$ cat src/rtl/pin_port_irq.sv
module pin_port_irq #(
  parameter int PINS = 32
) (
  input  logic            clk,
  input  logic            rst_n,
  input  logic [4:2]      bus_addr,
  input  logic            bus_we,
  input  logic [PINS-1:0] bus_wdata,
  output logic [PINS-1:0] bus_rdata,
  input  logic [PINS-1:0] pad_in,
  output logic [PINS-1:0] pad_out,
  output logic [PINS-1:0] pad_oe,
  output logic            irq_lo,
  output logic            irq_hi
);
  localparam int HALF = PINS / 2;
  localparam logic [2:0] A_DAT = 3'd0, A_DIR = 3'd1, A_PSR = 3'd2, A_CLO = 3'd3,
                         A_CHI = 3'd4, A_MSK = 3'd5, A_STS = 3'd6, A_ANY = 3'd7;

  logic [PINS-1:0] dat_q, dir_q, cfg_lo_q, cfg_hi_q, msk_q, sts_q, both_q;
  logic [PINS-1:0] s1_q, s2_q, prv_q, ev, clr;
  logic [2*PINS-1:0] cfg;

  assign cfg     = {cfg_hi_q, cfg_lo_q};
  assign pad_out = dat_q;
  assign pad_oe  = dir_q;
  assign clr     = (bus_we && bus_addr == A_STS) ? bus_wdata : '0;
  assign irq_lo  = |(sts_q[HALF-1:0] & msk_q[HALF-1:0]);
  assign irq_hi  = |(sts_q[PINS-1:HALF] & msk_q[PINS-1:HALF]);

  always_comb begin
    for (int i = 0; i < PINS; i++) begin
      if (both_q[i]) ev[i] = s2_q[i] ^ prv_q[i];
      else begin
        case (cfg[2*i +: 2])
          2'b00:   ev[i] = ~s2_q[i];
          2'b01:   ev[i] = s2_q[i];
          2'b10:   ev[i] = s2_q[i] & ~prv_q[i];
          default: ev[i] = ~s2_q[i] & prv_q[i];
        endcase
      end
    end
  end

  always_comb begin
    case (bus_addr)
      A_DAT:   bus_rdata = dat_q;
      A_DIR:   bus_rdata = dir_q;
      A_PSR:   bus_rdata = s2_q;
      A_CLO:   bus_rdata = cfg_lo_q;
      A_CHI:   bus_rdata = cfg_hi_q;
      A_MSK:   bus_rdata = msk_q;
      A_STS:   bus_rdata = sts_q;
      default: bus_rdata = both_q;
    endcase
  end

  always_ff @(posedge clk or negedge rst_n) begin
    if (!rst_n) begin
      s1_q  <= '0;
      s2_q  <= '0;
      prv_q <= '0;
      sts_q <= '0;
    end else begin
      s1_q  <= pad_in;
      s2_q  <= s1_q;
      prv_q <= s2_q;
      sts_q <= (sts_q & ~clr) | ev;
    end
  end

  always_ff @(posedge clk or negedge rst_n) begin
    if (!rst_n) begin
      dat_q    <= '0;
      dir_q    <= '0;
      cfg_lo_q <= '0;
      cfg_hi_q <= '0;
      msk_q    <= '0;
      both_q   <= '0;
    end else if (bus_we) begin
      case (bus_addr)
        A_DAT:   dat_q    <= bus_wdata;
        A_DIR:   dir_q    <= bus_wdata;
        A_CLO:   cfg_lo_q <= bus_wdata;
        A_CHI:   cfg_hi_q <= bus_wdata;
        A_MSK:   msk_q    <= bus_wdata;
        A_ANY:   both_q   <= bus_wdata;
        default: ;
      endcase
    end
  end
endmodule

$ cat config.mk
export PLATFORM = sky130hd
export DESIGN_NAME = pin_port_irq
export DESIGN_NICKNAME = d
export VERILOG_FILES = /design/src/rtl/pin_port_irq.sv
export SDC_FILE = /design/constraint.sdc
export NUM_CORES = 1
export LEC_CHECK = 0
export BUFFER_PORTS_ARGS = -buffer_cell sky130_fd_sc_hd__buf_4
export CAP_MARGIN = 20
export CORE_UTILIZATION = 40
export DETAILED_ROUTE_END_ITERATION = 8
export GPL_TIMING_DRIVEN = 0
export HOLD_SLACK_MARGIN = 0.15
export PLACE_DENSITY_LB_ADDON = 0.25
export SLEW_MARGIN = 30
export SYNTH_ARGS = -nofsm -noshare
export SYNTH_HDL_FRONTEND = slang
export SYNTH_SLANG_ARGS = --single-unit
$ cat constraint.sdc
create_clock -name clk -period 3.15 [get_ports clk]
set_input_delay 0.63 -clock clk [delete_from_list [all_inputs] [get_ports clk]]
set_output_delay 0.63 -clock clk [all_outputs]
set_load 0.03 [all_outputs]
==> out/results.txt <==
Top FF cell, synth: dfrtp_1
GRT Util Overall: 24.08%
Register Area: 8008 um^2
Yosys reg bits: 320
Placement Cell Area: 17240 um^2
Placed cell count: 1907
Reg2Reg Depth: 4
Fin nets: 1572
Overflow after GRT: 0
Crit path buf inv count: 6
RR Endpoint: sts_q[8]$_DFF_PN0_
Vias: 10840
Cells after synthesis: 1225
CTS tree: done
Fill cells: 3397
Core area: 37580 um^2
Fmax: 0.3253 GHz
Root Buffer Master: clkbuf_16
Post-Synthesis Mean Instance Area: 12.44 um^2
Overall routed net length: 45800 um
Critical Path Source: bus_addr[2]
Top cells by count, synth: dfrtp_1 (320), mux2_2 (195), o21ai_0 (89)
Status: completed
Crit-path max FO: 10
Vias per cell: 5.483
Most frequent cell on the critical path: buf_6
EDFF count, synth: 0
Initial Utilization: 40.54%
Setup Skew: 19.16 ps
Seq/Total Area, Yosys: 52.57%
DRT antenna net count: 0
Yosys cell types: 46
Starting DRT DRC Count: 831
Worst setup path endpoint: bus_rdata[2]
Longest Clk Path Bufs: 3
Dpl hpwl: 32510 um
Drt first pass iters: 5
H-tree level count: 2
Period utilization: 97.59%
N_diodes: 0
Most numerous cell in the Yosys netlist: dfrtp_1
Worst setup EP type: primary output
Slowest stage delay, CP: 310 ps
Drt wl/cell: 23.16 um
Chip width: 197.2 um
Port Buffers: 167
CP Depth: 8
Data required, critical path: 2520 ps
Grt met3 use: 4.661%
Area grow syn2layout: 21.70%
Clk sink count: 320
CP arrival: 2440 ps
Die H: 197.2 um
# rows: 71
Total CTS buffers: 37
Critical Path, Cell by Cell: buf_4, buf_6, buf_6, buf_6, buf_8, mux2i_2, o211ai_1, buf_4
Final Util: 49.34%
Synth warn: 0
Leak: 8.416 nW
Peak supply drop: 0.0003603 V
Hold Path Class: in2reg
Setup Viol. Count Final: 0
CP max stage cell: mux2i_2
Cell Pwr Density: 675.7 nW/um^2
Detailed-route DRC error count: 0
Share of layout cells above drive strength 1: 34.17%
Vias in the first global route: 10822
Unrepaired setup endpoints after global routing: false
Finished Cell Area: 18540 um^2
Hold Violations, Final: 0
Global routing's busiest layer: met2
Mapped cell area: 15230 um^2
Max_cap viols: 0
Clock latency on the worst-skew pair: 540 ps
Post-synth ARST share: 100.0%
Post-synth top area share: 52.57%
Area occupied by multi-input gates: 6613 um^2
Min Tclk post-route: 3074 ps
Slew Limit Fails: 0
Overall Power: 12.53 mW
Initial antenna violation count: 0
Worst setup SP type: input pin
Final Wtd Congestion: 0.8910
Critical path class: in2out
Main area contributors after synthesis: dfrtp_1 (53%), mux2_2 (14%), ha_1 (5.3%), mux2i_1 (5.1%), o21ai_0 (2.9%)
Slew HR: 44.25%
Worst-path clk slew: 60 ps
# IOs: 168
Least-Margin Pin Slew: 836.3 ps
Met1 Resource Use GR: 33.82%
Leading area contributor after synthesis: dfrtp_1
FF-to-FF setup slack: 1750 ps
Syn nets: 1359
Crit-path leading delay family: buffers and inverters
M2 GR Usage: 37.87%
Largest net degree at the start of global routing: 85
First-pass GRT wire length: 69010 um
R2R Path Start: s2_q[8]$_DFF_PN0_
Full die area: 38870 um^2
Post-route insts no fill: 1977
-- stage by stage --
step | worst slack [ps] | setup TNS [ps] | hold WS (ps)
CTS | 10.15 | 0 | 173.9
global route | 36.48 | 0 | 184.5
finish | 76.05 | 0 | 195.4
detailed placement | -281.4 | -3785 | 334.7
floorplan | 557.9 | 0 | 331.2
global placement | -1653 | -522430 | 333.8
-- layer usage --
metal / routed length (um) / up-vias
li1: - / 4799
met1: 20400 / 5585
met2: 21120 / 394
met3: 3164 / 62
met4: 1104 / 0
met5: 0 / -
-- flip-flops by register name (all words and copies together) (netlist names) --
name	flops
cfg_hi_q	32
both_q	32
msk_q	32
pad_out	32
pad_oe	32
prv_q	32
cfg_lo_q	32
s1_q	32
s2_q	32
sts_q	32
-- how the worst min path moves through the flow --
| stage | cells past startpoint | end | from |
|---|---|---|---|
| floorplan | 0 | both_q[0]$_DFFE_PN0P_ | rst_n |
| global placement | 0 | s2_q[0]$_DFF_PN0_ | s1_q[0]$_DFF_PN0_ |
| detailed placement | 0 | s2_q[15]$_DFF_PN0_ | s1_q[15]$_DFF_PN0_ |
| CTS | 1 | s1_q[30]$_DFF_PN0_ | pad_in[30] |
| global route | 1 | s1_q[30]$_DFF_PN0_ | pad_in[30] |
| finish | 1 | s1_q[30]$_DFF_PN0_ | pad_in[30] |
-- report_power, final --
| group | internal (mW) | switching [mW] |
|---|---|---|
| Clock | 2.56 | 1.72 |
| Combinational | 1.31 | 1.46 |
| Sequential | 4.75 | 0.718 |
| Total | 8.62 | 3.90 |
-- cell usage in the layout, fill, tap and decap left out, types with 42 or more instances in the layout --
cell / netlist / layout
dfrtp_1: 320 / 320
o21ai_0: 89 / 89
mux2i_1: 78 / 76
nor2_1: 45 / 45
mux2_2: 195 / 195
ha_1: 64 / 64
a21oi_1: 42 / 42
nand2_1: 69 / 69
buf_4: 8 / 174
inv_1: 71 / 71
-- cell families (layout without fill, tap and decap cells) --
kind of cell	count (synthesis)	count (layout)	synth area share, %
multiplexers	290	290	21.54
AO/OA/AOI/OAI	233	233	9.610
adder cells (fa/ha/maj)	64	64	5.257
buffers and inverters	128	369	4.148
AND/OR/NAND/NOR	164	164	5.388
XOR/XNOR	26	26	1.495
flip-flops	320	320	52.57
-- area by class of cell --
type                            instances  area share, %
Sequential cell                       320          43.19
Multi-Input combinational cell        777          35.67
Timing Repair Buffer                  174          7.532
Clock buffer                           53          5.642
Tap cell                              511          3.449
Buffer                                 57          2.234
Inverter                               71          1.438
Clock inverter                         14         0.8436
-- timing repair --
action,4_1_cts,5_1_grt
endpoints found under the setup margin,22,11
hold buffers,1,0
resized for setup,12,18
endpoints found under the hold margin,35,0
pin swaps,0,1
buffers inserted,0,2
No activity file was read; power rests on OpenSTA's default activity.
